`src/rtl/msp_pkg.sv`:
```
package msp_pkg;

  localparam int MAX_CMP = 4;
  localparam int GATE_W  = 2 * MAX_CMP;
  localparam int LVL_W   = $clog2(MAX_CMP + 1);

  typedef enum logic [1:0] {
    LEG_2L  = 2'd0,
    LEG_3L  = 2'd1,
    LEG_5L  = 2'd2,
    LEG_OFF = 2'd3
  } leg_mode_e;

  // number of carriers / comparators for a leg type
  function automatic logic [LVL_W-1:0] cmp_count(input leg_mode_e m);
    case (m)
      LEG_2L:  return LVL_W'(1);
      LEG_3L:  return LVL_W'(2);
      LEG_5L:  return LVL_W'(4);
      default: return '0;
    endcase
  endfunction

endpackage

```
`src/rtl/msp_carrier.sv`:
```
module msp_carrier #(
  parameter int PER_W = 16
) (
  input  logic             clk,
  input  logic             rst_n,
  input  logic [PER_W-1:0] half_per,
  output logic [PER_W-1:0] cnt,
  output logic             rising,
  output logic             peak
);

  logic [PER_W-1:0] cnt_d;
  logic             rising_d;

  assign peak = rising && (cnt >= half_per);

  always_comb begin
    cnt_d    = cnt;
    rising_d = rising;
    if (rising) begin
      if (peak) begin
        rising_d = 1'b0;
        cnt_d    = (cnt == '0) ? cnt : cnt - 1'b1;
      end else begin
        cnt_d    = cnt + 1'b1;
      end
    end else if (cnt == '0) begin
      rising_d = 1'b1;
      cnt_d    = PER_W'(1);
    end else begin
      cnt_d    = cnt - 1'b1;
    end
  end

  always_ff @(posedge clk or negedge rst_n) begin
    if (!rst_n) begin
      cnt    <= '0;
      rising <= 1'b1;
    end else begin
      cnt    <= cnt_d;
      rising <= rising_d;
    end
  end

  AST_CAR_RISE: assert property (@(posedge clk) disable iff (!rst_n)
    (rising && !peak) |=> (cnt == $past(cnt) + PER_W'(1)));
  AST_CAR_FALL: assert property (@(posedge clk) disable iff (!rst_n)
    (!rising && cnt != '0) |=> (cnt == $past(cnt) - PER_W'(1)));

endmodule

```
`src/rtl/msp_reference.sv`:
```
module msp_reference #(
  parameter int PHASE_W = 32,
  parameter int LUT_AW  = 8,
  parameter int SIN_W   = 8,
  parameter int MI_W    = 8,
  localparam int REF_W  = SIN_W + MI_W + 1
) (
  input  logic                    clk,
  input  logic                    rst_n,
  input  logic [PHASE_W-1:0]      step,
  input  logic [MI_W-1:0]         mod_idx,
  output logic signed [REF_W-1:0] ref_val
);

  localparam int QAW  = LUT_AW - 2;
  localparam int QD   = 2 ** QAW;
  localparam int PI_H = 2 ** LUT_AW;          // half turn in half-steps
  localparam int AMP  = 2 ** (SIN_W - 1) - 1;

  // rational sine approximation evaluated at the centre of quarter step j
  function automatic int quarter_sine(input int j);
    int t, p, num, den;
    t   = 2 * j + 1;
    p   = t * (PI_H - t);
    num = 16 * p * AMP;
    den = 5 * PI_H * PI_H - 4 * p;
    return (num + den / 2) / den;
  endfunction

  logic signed [SIN_W-1:0] qtab [QD];

  for (genvar g = 0; g < QD; g++) begin : g_qtab
    assign qtab[g] = SIN_W'(quarter_sine(g));
  end

  logic [PHASE_W-1:0]      phase, phase_d;
  logic [LUT_AW-1:0]       idx;
  logic [1:0]              quad;
  logic [QAW-1:0]          qidx;
  logic signed [SIN_W-1:0] mag, sample;
  logic signed [REF_W-1:0] sample_x, mi_x;

  assign phase_d = phase + step;

  always_ff @(posedge clk or negedge rst_n) begin
    if (!rst_n) phase <= '0;
    else        phase <= phase_d;
  end

  always_comb begin
    idx      = phase[PHASE_W-1 -: LUT_AW];
    quad     = idx[LUT_AW-1 -: 2];
    qidx     = quad[0] ? ~idx[QAW-1:0] : idx[QAW-1:0];
    mag      = qtab[qidx];
    sample   = quad[1] ? -mag : mag;
    sample_x = REF_W'(sample);
    mi_x     = $signed({{(REF_W-MI_W){1'b0}}, mod_idx});
    ref_val  = sample_x * mi_x;
  end

endmodule

```
`src/rtl/msp_level_cmp.sv`:
```
module msp_level_cmp
  import msp_pkg::*;
#(
  parameter int PER_W = 16,
  parameter int REF_W = 17
) (
  input  logic                    clk,
  input  logic                    rst_n,
  input  leg_mode_e               mode,
  input  logic [PER_W-1:0]        half_per,
  input  logic [PER_W-1:0]        cnt,
  input  logic signed [REF_W-1:0] ref_val,
  output logic [GATE_W-1:0]       gate_q,
  output logic [LVL_W-1:0]        level_q
);

  localparam int SPW = PER_W + 2;     // span up to 4 * P
  localparam int SH  = REF_W - 1;     // scale shift
  localparam logic signed [REF_W-1:0] OFS = REF_W'(2 ** (SH - 1));

  logic [LVL_W-1:0]       n_cmp;
  logic [SPW-1:0]         span, u_ref;
  logic [REF_W-1:0]       ref_pos;
  logic [SPW+REF_W-1:0]   prod;
  logic [MAX_CMP-1:0]     cmp;
  logic [LVL_W-1:0]       hits;
  logic [GATE_W-1:0]      gate_d;

  always_comb begin
    n_cmp   = cmp_count(mode);
    span    = {2'b00, half_per} * SPW'(n_cmp);
    ref_pos = REF_W'(ref_val + OFS);
    prod    = SPW'(span) * (SPW+REF_W)'(ref_pos);
    u_ref   = SPW'(prod >> SH);
  end

  for (genvar k = 0; k < MAX_CMP; k++) begin : g_cmp
    logic [SPW-1:0] carrier_k;
    assign carrier_k = SPW'(k) * {2'b00, half_per} + {2'b00, cnt};
    assign cmp[k]    = (LVL_W'(k) < n_cmp) && (u_ref > carrier_k);
  end

  always_comb begin
    hits = '0;
    for (int k = 0; k < MAX_CMP; k++) hits = hits + LVL_W'(cmp[k]);
  end

  // upper switch i+1 on when enough comparators are high, lower one is its complement
  always_comb begin
    logic on;
    gate_d = '0;
    on     = 1'b0;
    for (int i = 0; i < MAX_CMP; i++) begin
      if (i < int'(n_cmp)) begin
        on                     = int'(hits) >= int'(n_cmp) - i;
        gate_d[i]              = on;
        gate_d[int'(n_cmp)+i]  = !on;
      end
    end
  end

  always_ff @(posedge clk or negedge rst_n) begin
    if (!rst_n) begin
      gate_q  <= '0;
      level_q <= '0;
    end else begin
      gate_q  <= gate_d;
      level_q <= hits;
    end
  end

  AST_PAIR_COUNT: assert property (@(posedge clk) disable iff (!rst_n)
    (n_cmp != '0) |=> ($countones(gate_q) == int'($past(n_cmp))));
  AST_OFF_GATES: assert property (@(posedge clk) disable iff (!rst_n)
    (n_cmp == '0) |=> (gate_q == '0 && level_q == '0));
  AST_LEVEL_BOUND: assert property (@(posedge clk) disable iff (!rst_n)
    1'b1 |=> (level_q <= $past(n_cmp)));

endmodule

```
`src/rtl/msp_gate_gen.sv`:
```
module msp_gate_gen
  import msp_pkg::*;
#(
  parameter int PHASE_W = 32,
  parameter int LUT_AW  = 8,
  parameter int SIN_W   = 8,
  parameter int MI_W    = 8,
  parameter int PER_W   = 16,
  localparam int REF_W  = SIN_W + MI_W + 1
) (
  input  logic               clk,
  input  logic               rst_n,
  input  logic [PHASE_W-1:0] phase_step,
  input  logic [PER_W-1:0]   carrier_half,
  input  logic [MI_W-1:0]    mod_index,
  input  logic [1:0]         leg_mode,
  output logic [GATE_W-1:0]  gate,
  output logic [LVL_W-1:0]   level
);

  logic [PHASE_W-1:0]      step_q, step_d;
  logic [PER_W-1:0]        per_q, per_d;
  logic [MI_W-1:0]         mi_q, mi_d;
  leg_mode_e               mode_q, mode_d;
  logic                    peak, rising;
  logic [PER_W-1:0]        cnt;
  logic signed [REF_W-1:0] ref_val;

  // settings are taken only at a carrier peak
  always_comb begin
    step_d = step_q;
    per_d  = per_q;
    mi_d   = mi_q;
    mode_d = mode_q;
    if (peak) begin
      step_d = phase_step;
      per_d  = carrier_half;
      mi_d   = mod_index;
      mode_d = leg_mode_e'(leg_mode);
    end
  end

  always_ff @(posedge clk or negedge rst_n) begin
    if (!rst_n) begin
      step_q <= '0;
      per_q  <= '0;
      mi_q   <= '0;
      mode_q <= LEG_OFF;
    end else begin
      step_q <= step_d;
      per_q  <= per_d;
      mi_q   <= mi_d;
      mode_q <= mode_d;
    end
  end

  msp_carrier #(.PER_W(PER_W)) u_carrier (
    .clk      (clk),
    .rst_n    (rst_n),
    .half_per (per_q),
    .cnt      (cnt),
    .rising   (rising),
    .peak     (peak)
  );

  msp_reference #(
    .PHASE_W (PHASE_W),
    .LUT_AW  (LUT_AW),
    .SIN_W   (SIN_W),
    .MI_W    (MI_W)
  ) u_reference (
    .clk     (clk),
    .rst_n   (rst_n),
    .step    (step_q),
    .mod_idx (mi_q),
    .ref_val (ref_val)
  );

  msp_level_cmp #(
    .PER_W (PER_W),
    .REF_W (REF_W)
  ) u_level (
    .clk      (clk),
    .rst_n    (rst_n),
    .mode     (mode_q),
    .half_per (per_q),
    .cnt      (cnt),
    .ref_val  (ref_val),
    .gate_q   (gate),
    .level_q  (level)
  );

  AST_SHADOW_HOLD: assert property (@(posedge clk) disable iff (!rst_n)
    !peak |=> ($stable(step_q) && $stable(per_q) && $stable(mi_q) && $stable(mode_q)));
  AST_PEAK_RISING: assert property (@(posedge clk) disable iff (!rst_n)
    peak |=> !rising);

endmodule

```
`config.mk`:
```
export PLATFORM = sky130hd
export DESIGN_NAME = msp_gate_gen
export DESIGN_NICKNAME = d
export VERILOG_FILES = /design/src/rtl/msp_pkg.sv /design/src/rtl/msp_carrier.sv /design/src/rtl/msp_reference.sv /design/src/rtl/msp_level_cmp.sv /design/src/rtl/msp_gate_gen.sv
export SDC_FILE = /design/constraint.sdc
export NUM_CORES = 1
export LEC_CHECK = 0
export BUFFER_PORTS_ARGS = -buffer_cell sky130_fd_sc_hd__buf_2
export CORE_MARGIN = 3
export CORE_UTILIZATION = 30
export CTS_CLUSTER_DIAMETER = 100
export DETAILED_ROUTE_END_ITERATION = 10
export MAX_ROUTING_LAYER = met4
export PLACE_DENSITY = 0.55
export SETUP_SLACK_MARGIN = 0.2
export SYNTH_ARGS = -nofsm -noshare
export SYNTH_HDL_FRONTEND = slang
export SYNTH_SLANG_ARGS = --single-unit
```
`constraint.sdc`:
```
create_clock -name clk -period 16.9 [get_ports clk]
set_input_delay 1.69 -clock clk [delete_from_list [all_inputs] [get_ports clk]]
set_output_delay 1.69 -clock clk [all_outputs]
set_load 0.005 [all_outputs]
```
==> metrics.cfg <==
[yosys]
syn_nets=3594
ys_warn_count=0
synth-main-ff-cell=dfrtp_1
synth_most_common_cell=inv_1
synth_edf_count=0
synth_commonest_cells=500 x inv_1, 352 x ha_1, 334 x nand2_1, 309 x fa_1, 127 x a21oi_1
synth.avg_cell_area_sq_um=8.690
synthCells=2873
synthArstFlopShare_pct=100.0
synth_seq_cells=118
netlist.area_leader.share_pct=24.78
synth_top_area_cell=fa_1
synth.distinct_cells=87
synthesis.area_sq_mm=0.02497
seq_area_frac_synth_pct=11.84
yosys-top-cells-area=fa_1 25%, ha_1 18%, dfrtp_1 12%

[placement]
dp_hpwl_um=53770
port_buffers=70
gp_congestion=0.8885
dp_cells=4033

[setup_path]
crit_path_start_kind=register
cp_slowest_cell=or4_1
r2r_cells=68
worstPathArrival_ps=16330
cp-end-kind=register
r2r_end=u_level.gate_q[5]
required_ps=17190
critPathKind=register to register
rr_startpoint=u_reference.phase[30]
crit_fanout=6
cp_top_family=adder cells
cp.buffers_inverters=11
worst_path_largest_cell_delay_ps=550
crit_start=u_reference.phase[30]
critPathMostFrequentCell=fa_1
reg2reg_slack_ps=860

[grt]
globalRouteOverflowTotal=0
grt.total_usage_pct=15.91
grt_max_degree=69
grt_pass1_wl_um=108000
antenna_found_initial=0
grt_pass1_vias=20240

[clock_tree]
cts_tree=built
clock_path_buffers=2
clk_pin_slew_ps=60
clockRootBuffer=clkbuf_16
ctsHoldBuffers=0
clock_latency_ps=440
h-tree-depth=4
numCtsBuffers=17
cts.sinks=118

[timing]
period_share_pct=94.90
clock_skew_ps=20.65
finalSetupTns_ps=0
relSlewSlack_pct=37.06
setup_viol=0
final_hold_viol_count=0
tightestPinTransition_ps=943.9
grt_setup_unrepaired=false
finalCriticalPeriod_ps=16040
fmax_mhz=62.35
whs_ps=467.4
finalMaxSlewViolations=0

[worst_hold_path]
whs_path_depth=1
min-delay-start=u_reference.phase[0]
hold_path_class=register to register
worst_hold_path.endpoint=u_reference.phase[0]

[route]
wl_um=65320
vias=19870
ant_nets=0
drtPass1Iterations=5
drc=0
avgRoutedWirePerCell_um=16.00
first_iter_violations=925
viasPerCell=4.867

[die]
rows=105
dieArea_sq_mm=0.08672
initial_core_util_pct=30.36
io_pins=71
die_h_um=294.5
die_w_um=294.5
core_sq_mm=0.08224

[finish]
fin_cells=4082
finish.net_count=3721
n_antenna_cell=0
area_growth_pct=13.22
drive_gt1_share_pct=12.45

[power_and_ir_drop]
vdd_drop_max_mv=0.07438
power_density_mw_per_mm2=23.48
leakage_nw=14.46

[job]
maxCapViolCount=0

[run_status]
status=finished clean

-- repair_timing --
item | 4_1_cts | 5_1_grt
gates resized for setup | 4 | 88
pin swaps | 0 | 51
endpoints found under the setup margin | 5 | 8
setup buffers | 0 | 17
cloned | 0 | 1
-- layout by cell type, fill, tap and decap left out, types with 21 or more instances in the layout --
| cell type | n |
|---|---|
| xnor2_1 | 82 |
| fa_1 | 307 |
| nor2_1 | 111 |
| buf_4 | 112 |
| dfrtp_1 | 114 |
| xor2_1 | 30 |
| o21a_1 | 26 |
| nand2_1 | 332 |
| ha_1 | 339 |
| nor2b_1 | 43 |
| nor3_1 | 34 |
| a211oi_1 | 21 |
| nand4_1 | 22 |
| mux2_2 | 52 |
| and2_1 | 109 |
| nand2b_1 | 42 |
| buf_2 | 69 |
| a21o_1 | 31 |
| a21oi_1 | 121 |
| inv_1 | 496 |
| o21ai_0 | 92 |
| and3_1 | 22 |
| mux2i_1 | 24 |
| nand3_1 | 44 |
-- layer usage --
layer | wire [um] | up-vias | track usage [%]
met2 | 31990 | 309 | 26.83
met3 | 2195 | 48 | 2.065
met4 | 1050 | 0 | 3.189
li1 | - | 9670 | -
met1 | 30080 | 9839 | 20.54
met5 | 0 | - | -
-- cell families after synthesis --
family / count (synthesis) / synth area share (%)
simple gates: 837 / 16.34
xor+xnor: 128 / 4.716
buf+inv: 580 / 8.801
compound gates: 469 / 12.31
mux: 79 / 3.533
flops: 118 / 11.84
fa+ha+maj: 662 / 42.46
-- per-stage QoR --
step | instance area (sq um) | worst slack (ps) | power (mW) | utilization, %
2_1_floorplan | 24970 | 411.0 | 0.2879 | -
3_3_place_gp | 27130 | 214.2 | 0.3017 | 32.99
3_5_place_dp | 27130 | 105.5 | 0.3017 | 32.99
4_1_cts | 27730 | 202.5 | 0.6781 | 33.72
5_1_grt | 28270 | 127.3 | 0.6912 | 34.37
6_report | 28270 | 862.4 | 0.6636 | 34.37
-- how the worst max path moves through the flow --
stage	end	slack, ps	depth (start not counted)
4_1_cts	u_level.gate_q[5]	200	70
2_1_floorplan	u_level.gate_q[5]	410	63
5_1_grt	u_level.gate_q[5]	130	67
3_5_place_dp	u_level.gate_q[5]	110	72
6_report	u_level.gate_q[5]	860	68
3_3_place_gp	u_level.gate_q[5]	210	74
-- registers in the layout, indices dropped and copies added (netlist names) --
signal	count
mi_q	8
u_level.gate_q	8
u_level.level_q	3
u_carrier.rising	1
mode_q	2
step_q	32
u_carrier.cnt	16
per_q	16
u_reference.phase	32
-- final cells by class --
| type | count | area [sq um] |
|---|---|---|
| Clock inverter | 12 | 130.1 |
| Fill cell | 8659 | 53980 |
| Timing Repair Buffer | 188 | 1287 |
| Tap cell | 1070 | 1339 |
| Clock buffer | 19 | 442.9 |
| Multi-Input combinational cell | 2175 | 20230 |
| Inverter | 500 | 1877 |
| Sequential cell | 118 | 2958 |
-- where the power goes --
group | internal [mW] | leakage, nW | total [mW] | switching, mW
Clock | 0.220 | 0.279 | 0.368 | 0.148
Combinational | 0.00512 | 12.7 | 0.0130 | 0.00787
Sequential | 0.283 | 1.52 | 0.283 | 0
Total | 0.508 | 14.5 | 0.664 | 0.156
(Power assumes the default switching activity.)
